`src/rtl/pbyte_shl_pkg.sv`:
```
package pbyte_shl_pkg;

   localparam int unsigned INSN_W = 32;

   // Instruction word layout, most significant field first.
   typedef struct packed {
      logic [5:0] major;   // 31:26
      logic [4:0] rt;      // 25:21
      logic [4:0] rs;      // 20:16
      logic [2:0] sa;      // 15:13
      logic       zbit;    // 12
      logic [2:0] sub3;    // 11:9
      logic [2:0] sub2;    // 8:6
      logic [2:0] sub1;    // 5:3
      logic [2:0] sub0;    // 2:0
   } insn_t;

   localparam logic [5:0] MAJOR_VAL = 6'b001000;
   localparam logic       ZBIT_VAL  = 1'b0;
   localparam logic [2:0] SUB3_VAL  = 3'b100;
   localparam logic [2:0] SUB2_VAL  = 3'b001;
   localparam logic [2:0] SUB1_VAL  = 3'b111;
   localparam logic [2:0] SUB0_VAL  = 3'b111;

   localparam int unsigned SA_W  = 3;
   localparam int unsigned IDX_W = 5;

endpackage

```
`src/rtl/pbyte_insn_dec.sv`:
```
module pbyte_insn_dec
   import pbyte_shl_pkg::*;
(
   input  logic [INSN_W-1:0] insn,
   output logic              enc_ok,
   output logic [SA_W-1:0]   sa,
   output logic [IDX_W-1:0]  rt,
   output logic [IDX_W-1:0]  rs
);

   insn_t fld;
   assign fld = insn_t'(insn);

   logic [5:0] fixed_hit;

   assign fixed_hit[0] = (fld.major == MAJOR_VAL);
   assign fixed_hit[1] = (fld.zbit  == ZBIT_VAL);
   assign fixed_hit[2] = (fld.sub3  == SUB3_VAL);
   assign fixed_hit[3] = (fld.sub2  == SUB2_VAL);
   assign fixed_hit[4] = (fld.sub1  == SUB1_VAL);
   assign fixed_hit[5] = (fld.sub0  == SUB0_VAL);

   assign enc_ok = &fixed_hit;
   assign sa     = fld.sa;
   assign rt     = fld.rt;
   assign rs     = fld.rs;

endmodule

```
`src/rtl/pbyte_lane_shl.sv`:
```
module pbyte_lane_shl #(
   parameter int unsigned LANE_W = 8,
   parameter int unsigned SH_W   = 3
) (
   input  logic [LANE_W-1:0] lane_in,
   input  logic [SH_W-1:0]   amt,
   output logic [LANE_W-1:0] lane_out,
   output logic              lane_ovf
);

   localparam logic [LANE_W-1:0] ONES = '1;

   logic [SH_W:0]     amt_p1;
   logic [LANE_W-1:0] lost_mask;

   // Zero fill comes from the shift operator; the width keeps the lane closed.
   assign lane_out = lane_in << amt;

   // The bits that must be clear for a lossless shift: top amt+1 bits of the lane.
   assign amt_p1    = {1'b0, amt} + 1'b1;
   assign lost_mask = ~(ONES >> amt_p1);
   assign lane_ovf  = (amt != '0) && ((lane_in & lost_mask) != '0);

endmodule

```
`src/rtl/pbyte_csr.sv`:
```
module pbyte_csr #(
   parameter int unsigned CSR_W   = 32,
   parameter int unsigned FLAG_AT = 22
) (
   input  logic             clk,
   input  logic             rst_n,
   input  logic             wr_en,
   input  logic [CSR_W-1:0] wr_data,
   input  logic             flag_set,
   output logic [CSR_W-1:0] q
);

   for (genvar b = 0; b < CSR_W; b++) begin : g_bit
      if (b == FLAG_AT) begin : g_sticky
         always_ff @(posedge clk) begin
            if (!rst_n)        q[b] <= 1'b0;
            else if (flag_set) q[b] <= 1'b1;
            else if (wr_en)    q[b] <= wr_data[b];
         end
      end else begin : g_plain
         always_ff @(posedge clk) begin
            if (!rst_n)     q[b] <= 1'b0;
            else if (wr_en) q[b] <= wr_data[b];
         end
      end
   end

endmodule

```
`src/rtl/pbyte_shl.sv`:
```
module pbyte_shl
   import pbyte_shl_pkg::*;
#(
   parameter int unsigned LANES   = 4,
   parameter int unsigned LANE_W  = 8,
   parameter int unsigned CSR_W   = 32,
   parameter int unsigned FLAG_AT = 22
) (
   input  logic              clk,
   input  logic              rst_n,
   input  logic              in_valid,
   input  logic [31:0]       insn,
   input  logic [31:0]       src_data,
   input  logic              csr_wr_en,
   input  logic [31:0]       csr_wr_data,
   output logic              out_valid,
   output logic [31:0]       out_data,
   output logic [4:0]        out_rt,
   output logic [4:0]        out_rs,
   output logic              decode_err,
   output logic [31:0]       csr_q
);

   localparam int unsigned DATA_W = LANES * LANE_W;
   localparam int unsigned SH_W   = $clog2(LANE_W);

   initial begin
      if (DATA_W != 32) $error("pbyte_shl: LANES*LANE_W must be 32");
      if (SH_W != SA_W) $error("pbyte_shl: lane width must match the 3-bit shift field");
      if ((1 << SH_W) != LANE_W) $error("pbyte_shl: LANE_W must be a power of two");
      if (CSR_W != 32) $error("pbyte_shl: CSR_W must be 32");
      if (FLAG_AT >= CSR_W) $error("pbyte_shl: FLAG_AT outside the register");
      if (INSN_W != 32) $error("pbyte_shl: instruction word must be 32 bits");
   end

   logic              dec_ok;
   logic [SA_W-1:0]   dec_sa;
   logic [IDX_W-1:0]  dec_rt;
   logic [IDX_W-1:0]  dec_rs;
   logic              fire;
   logic [DATA_W-1:0] shifted;
   logic [LANES-1:0]  lane_ovf;
   logic              any_ovf;

   pbyte_insn_dec u_dec (
      .insn   (insn),
      .enc_ok (dec_ok),
      .sa     (dec_sa),
      .rt     (dec_rt),
      .rs     (dec_rs)
   );

   for (genvar k = 0; k < LANES; k++) begin : g_lane
      pbyte_lane_shl #(
         .LANE_W (LANE_W),
         .SH_W   (SH_W)
      ) u_lane (
         .lane_in  (src_data[k*LANE_W +: LANE_W]),
         .amt      (dec_sa),
         .lane_out (shifted[k*LANE_W +: LANE_W]),
         .lane_ovf (lane_ovf[k])
      );
   end

   assign any_ovf = |lane_ovf;
   assign fire    = in_valid & dec_ok;

   always_ff @(posedge clk) begin
      if (!rst_n) begin
         out_valid  <= 1'b0;
         decode_err <= 1'b0;
         out_data   <= '0;
         out_rt     <= '0;
         out_rs     <= '0;
      end else begin
         out_valid  <= fire;
         decode_err <= in_valid & ~dec_ok;
         if (fire) begin
            out_data <= shifted;
            out_rt   <= dec_rt;
            out_rs   <= dec_rs;
         end
      end
   end

   pbyte_csr #(
      .CSR_W   (CSR_W),
      .FLAG_AT (FLAG_AT)
   ) u_csr (
      .clk      (clk),
      .rst_n    (rst_n),
      .wr_en    (csr_wr_en),
      .wr_data  (csr_wr_data),
      .flag_set (fire & any_ovf),
      .q        (csr_q)
   );

endmodule

```
`config.mk`:
```
export PLATFORM = sky130hd
export DESIGN_NAME = pbyte_shl
export DESIGN_NICKNAME = d
export VERILOG_FILES = /design/src/rtl/pbyte_shl_pkg.sv /design/src/rtl/pbyte_insn_dec.sv /design/src/rtl/pbyte_lane_shl.sv /design/src/rtl/pbyte_csr.sv /design/src/rtl/pbyte_shl.sv
export SDC_FILE = /design/constraint.sdc
export NUM_CORES = 1
export LEC_CHECK = 0
export CAP_MARGIN = 20
export CORE_AREA = 8 8 103 105
export CTS_CLUSTER_DIAMETER = 60
export DETAILED_ROUTE_END_ITERATION = 7
export DIE_AREA = 0 0 111 113
export PLACE_DENSITY = 0.78
export SLEW_MARGIN = 20
export SYNTH_ARGS = -nofsm -noshare
export SYNTH_HDL_FRONTEND = slang
export SYNTH_SLANG_ARGS = --single-unit
```
`constraint.sdc`:
```
create_clock -name clk -period 1.9 [get_ports clk]
set_input_delay 0.38 -clock clk [delete_from_list [all_inputs] [get_ports clk]]
set_output_delay 0.38 -clock clk [all_outputs]
set_load 0.03 [all_outputs]
```
# Word level (Yosys, flattened, before mapping)
# Cells that the tools add are included.
# totals
regBits	76
word_cells	72
input_bits	100
# op_classes
eq_ne	5
add_sub_neg	1
shift	5
reduce_logical	12
bitwise	10
n_mux	2
# ops
op	count
$and A8 B8 Y8	4
$reduce_bool A8 Y1	4
$shl A8 B3 Y8	4
$eq A3 B3 Y1 const B	3
$not A8 Y8	1
$shr A8 B4 Y8 const A	1
$eq A6 B4 Y1 const B	1
$reduce_and A6 Y1	1
$add A3 B1 Y4 const B	1
$logic_and A1 B1 Y1	4
$reduce_or A4 Y1	1
$and A1 B1 Y1	3
$eq A3 B1 Y1 const B	1
$reduce_bool A3 Y1	1
$mux W1	2
$not A1 Y1	2
$reduce_bool A2 Y1	1

# Depth between registers and ports, before layout
# logic_depth
depth_word	9
mapped_depth	7
depth_no_buf	5

# Hierarchy
# From an unflattened synthesis, not the netlist that was laid out.
# hier_totals
cells_unflattened	503
area_unflattened_um2	4524.3
# modules_own_cells
module	instances	cells_each	area_per_inst_um2	seq_area_each_um2
pbyte_shl	1	200	1884.3	880.8
pbyte_lane_shl	4	45	314.1	0.0
pbyte_csr	1	103	1234.9	640.6
pbyte_insn_dec	1	20	148.9	0.0

# Worst setup path before layout
# OpenSTA, ideal clock, no wires.
# synth_timing
path_kind	input to register
from	input port insn[7]
to	register out_data[13]
setup_ps	132
path_buffers	1
stages	6
arrival_ps	1461
setup_slack_ps	307
cell_sequence	and4bb_2 and4b_1 nand3_4 clkbuf_1 a311oi_1 nor3_1
# synth_via
elab_chain_cells	3
# synth_lines
item	line_no	rtl
from (decl)	pbyte_shl.sv:12	input logic [31:0] insn,
$eq A3 B1 Y1	pbyte_insn_dec.sv:19	assign fixed_hit[3] = (fld.sub2 == SUB2_VAL);
$reduce_and A6 Y1	pbyte_insn_dec.sv:23	assign enc_ok = &fixed_hit;
$and A1 B1 Y1	pbyte_shl.sv:66	assign fire = in_valid & dec_ok;
to (signal assigned)	pbyte_shl.sv:79	out_data <= shifted;
to (decl)	pbyte_shl.sv:17	output logic [31:0] out_data,
# No other way between the ends.
# A chain may end at the register's enable or synchronous reset.

# Worst setup path after layout
# layout_timing
from	input port insn[26]
to	register out_data[15]
# layout_via
elab_chain_cells	3
# layout_lines
item	line_no	rtl
$eq A6 B4 Y1	pbyte_insn_dec.sv:16	assign fixed_hit[0] = (fld.major == MAJOR_VAL);
$reduce_and A6 Y1	pbyte_insn_dec.sv:23	
$and A1 B1 Y1	pbyte_shl.sv:66	
# No other way between the ends.

==> summary.md <==
| Metric | Value |
|---|---|
| Sequential power share | 44.0% |
| Nets | 732 |
| Kind of critical path | in2reg |
| Final Setup Violations | 0 |
| Hold buffer count at CTS | 0 |
| CTS tree | yes |
| Area contributors post-synth | dfxtp_1, mux2i_1, nor2_1 |
| Area Overhead vs Synth | 71.6% |
| CP Data Arrival Time | roughly 2.1 ns |
| Rows | 35 |
| Die W | 111 um |
| Final period util | 98.7% |
| Root buffer cell | clkbuf_8 |
| Met1 wire length | 5460 um |
| Hold Path Stages | 2 |
| Largest net degree at the start of global routing | 38 |
| Critical path fanouts, max | 7 |
| CP Capture Type | register |
| Yosys cell types | 39 |
| Clk slew on worst S/H paths | around 0.07 ns |
| Clk buf depth | 2 |
| Initial core utilization | 39.9% |
| R2R cell count | 4 |
| CTS Sinks | 76 |
| Fin cells | approximately 750 |
| Antenna violation net count after detailed routing | 0 |
| Primary FF master, synth | dfxtp_1 |
| Die height | between 100 and 150 um |
| Power Internal | 2.78 mW |
| Total CTS buffers | 9 |
| Final wirelength | 13200 um |
| Worst VDD drop | 408 uV |
| Worst Min Path Start | out_rs[3] |
| Vias per cell | 5.22 |
| Status | finished clean |
| PD cells | between 600 and 700 nW/um2 |
| Setup WS pre-CTS | -0.338 ns |
| Clk pwr share | 35.5% |
| Warnings, synthesis | 0 |
| Reg-to-Reg Start | u_csr.q[22] |
| Crit path launch type | primary input |
| # fillers | 711 |
| Final Slew Violations | 0 |
| Hold Worst Slack | about 0.46 ns |
| Req. time, crit path | ~2.1 ns |
| #FFs+latches synth | 76 |
| Total GRT Usage | 19.8% |
| DR pass1 iterations | 4 |
| Min setup slack post-route | 0.0240 ns |
| Average instance area after synthesis | 8.50 um2 |
| Cells after DPL | 721 |
| Core area | 8980 um2 |
| Share of cells above drive strength 1 | 15.1% |
| Antenna diodes | 0 |
| First-pass GRT wire length | 20500 um |
| Switching portion of total power | 25.8% |
| Met3 Wirelength | about 1100 um |
| Fraction of registers with async set/reset | 0% |
| HP Class | reg2reg |
| Syn nets | between 500 and 600 |
| P_sw | 969 uW |
| Via count | 3906 |
| Minimum clock period | 1.88 ns |
| Setup TNS | 0 ns |
| RSZ-0062 raised after global routing | yes |
| Final hold vios | 0 |
| WL/cell | between 15 and 20 um |
| Leakage | roughly 2.4 nW |
| Remaining Overflow, GRT | 0 |
| Tightest Pin Transition | 0.511 ns |
| Logic pwr share | about a fifth |
| Sequential area share after synthesis | 42.5% |
| Peak Freq | 0.533 GHz |
| Final Skew | 0 ns |
| DRC Markers | 0 |
| Critical R2R Capture | u_csr.q[22] |
| WHS Endpoint | out_rs[3] |
| Die ar. | 12500 um2 |
| DR WL met2 | between 6000 and 7000 um |
| R2R setup slack | 0.74 ns |
| Top cells by count, synth | dfxtp_1, nor2_1, mux2i_1 |
| Synth area leader | dfxtp_1 |
| Fin area | around 6100 um2 |
| Vias in the first global route | around 4.0k |
| Top-count cell post-synth | dfxtp_1 |
| Synth top area share | between 40% and 50% |
| Final Core Density | 68.4% |
| # port buffers | 175 |
| IO Count | 176 |
| Mapped cell area | 3580 um2 |
| Dpl hpwl | 10300 um |
| GPL Wtd Cong | 0.891 |
| Antenna violations before repair | 0 |
| H-Tree Depth | 3 |
| Pwr Total | 3.75 mW |
| Slew headroom | 65.7% |
| Max cap viols | 0 |
| Placed cell area | 5730 um2 |
| Syn Inst Count | between 400 and 500 |
| EDFF count, synth | 0 |
| Initial DRC count | 225 |
| Clock Latency Late Sink | 0.34 ns |
| Highest routed layer | met4 |
[timing repair]
| action | 4_1_cts | 5_1_grt |
|---|---|---|
| gates resized for setup | 0 | 18 |
| endpoints found under the setup margin | 0 | 34 |
| buffers inserted | 0 | 6 |
[flip-flops by register name, indices dropped and copies added (netlist names)]
register / count
decode_err: 1
out_data: 32
out_rs: 5
out_rt: 5
out_valid: 1
u_csr.q: 32
[layout make-up]
class | count | area, um2 | area share [%]
sequential | 76 | 1520 | 24.8
clock buffer | 10 | 128 | 2.08
tap | 111 | 139 | 2.26
timing repair buffer | 230 | 2290 | 37.3
inverter | 3 | 11.3 | 0.183
multi-input combinational | 312 | 1960 | 32.0
clock inverter | 6 | 86.3 | 1.41
[kinds of logic (layout without fill, tap and decap cells)]
family	after synthesis	after routing	synth area share, %
buffers and inverters	35	249	4.62
multiplexers	61	61	17.2
flip-flops	76	76	42.5
AND/OR/NAND/NOR	181	183	23.3
AO/OA/AOI/OAI	68	68	12.4
[placed cells by master, fill, tap and decap left out, types with 3 or more instances in the layout]
cell	n
nor2_1	67
nor3_1	12
dfxtp_1	76
o22ai_1	4
a211oi_1	15
nor4_1	6
nor2b_1	9
clkbuf_8	9
a311oi_1	4
mux2i_1	57
nand3_1	10
a311oi_2	3
nor3_2	3
nand2_1	55
buf_4	42
buf_6	4
clkdlybuf4s50_1	172
a21oi_1	29
mux2_2	4
or3_1	4
buf_12	6
nand4_1	3
[how the worst max path moves through the flow]
stage,from,end
floorplan,insn[7],out_data[13]
global placement,insn[27],out_rt[0]
detailed placement,insn[2],out_data[23]
CTS,insn[2],out_data[5]
global route,insn[26],out_data[6]
finish,insn[26],out_data[15]
[power groups by stage]
stage	Clock [mW]	Combinational, mW	Sequential [mW]
5_1_grt	1.44	0.822	1.66
2_1_floorplan	0	0.247	1.77
4_1_cts	1.36	0.764	1.65
3_3_place_gp	0	0.754	1.69
6_report	1.33	0.770	1.65
3_5_place_dp	0	0.760	1.69
[per-layer routing]
layer	track usage (%)	vias up
met5	0	-
met2	33.9	164
met1	22.7	1807
met3	7.35	19
met4	5.14	0
li1	-	1916
[critical path, stage by stage]
cell	delay (ns)
clkdlybuf4s50_1	0.41
nor4_2	0.23
and4b_2	0.29
buf_4	0.13
nand3_4	0.12
a311oi_1	0.46
nor3_2	0.07
No activity file was read; power rests on OpenSTA's default activity.
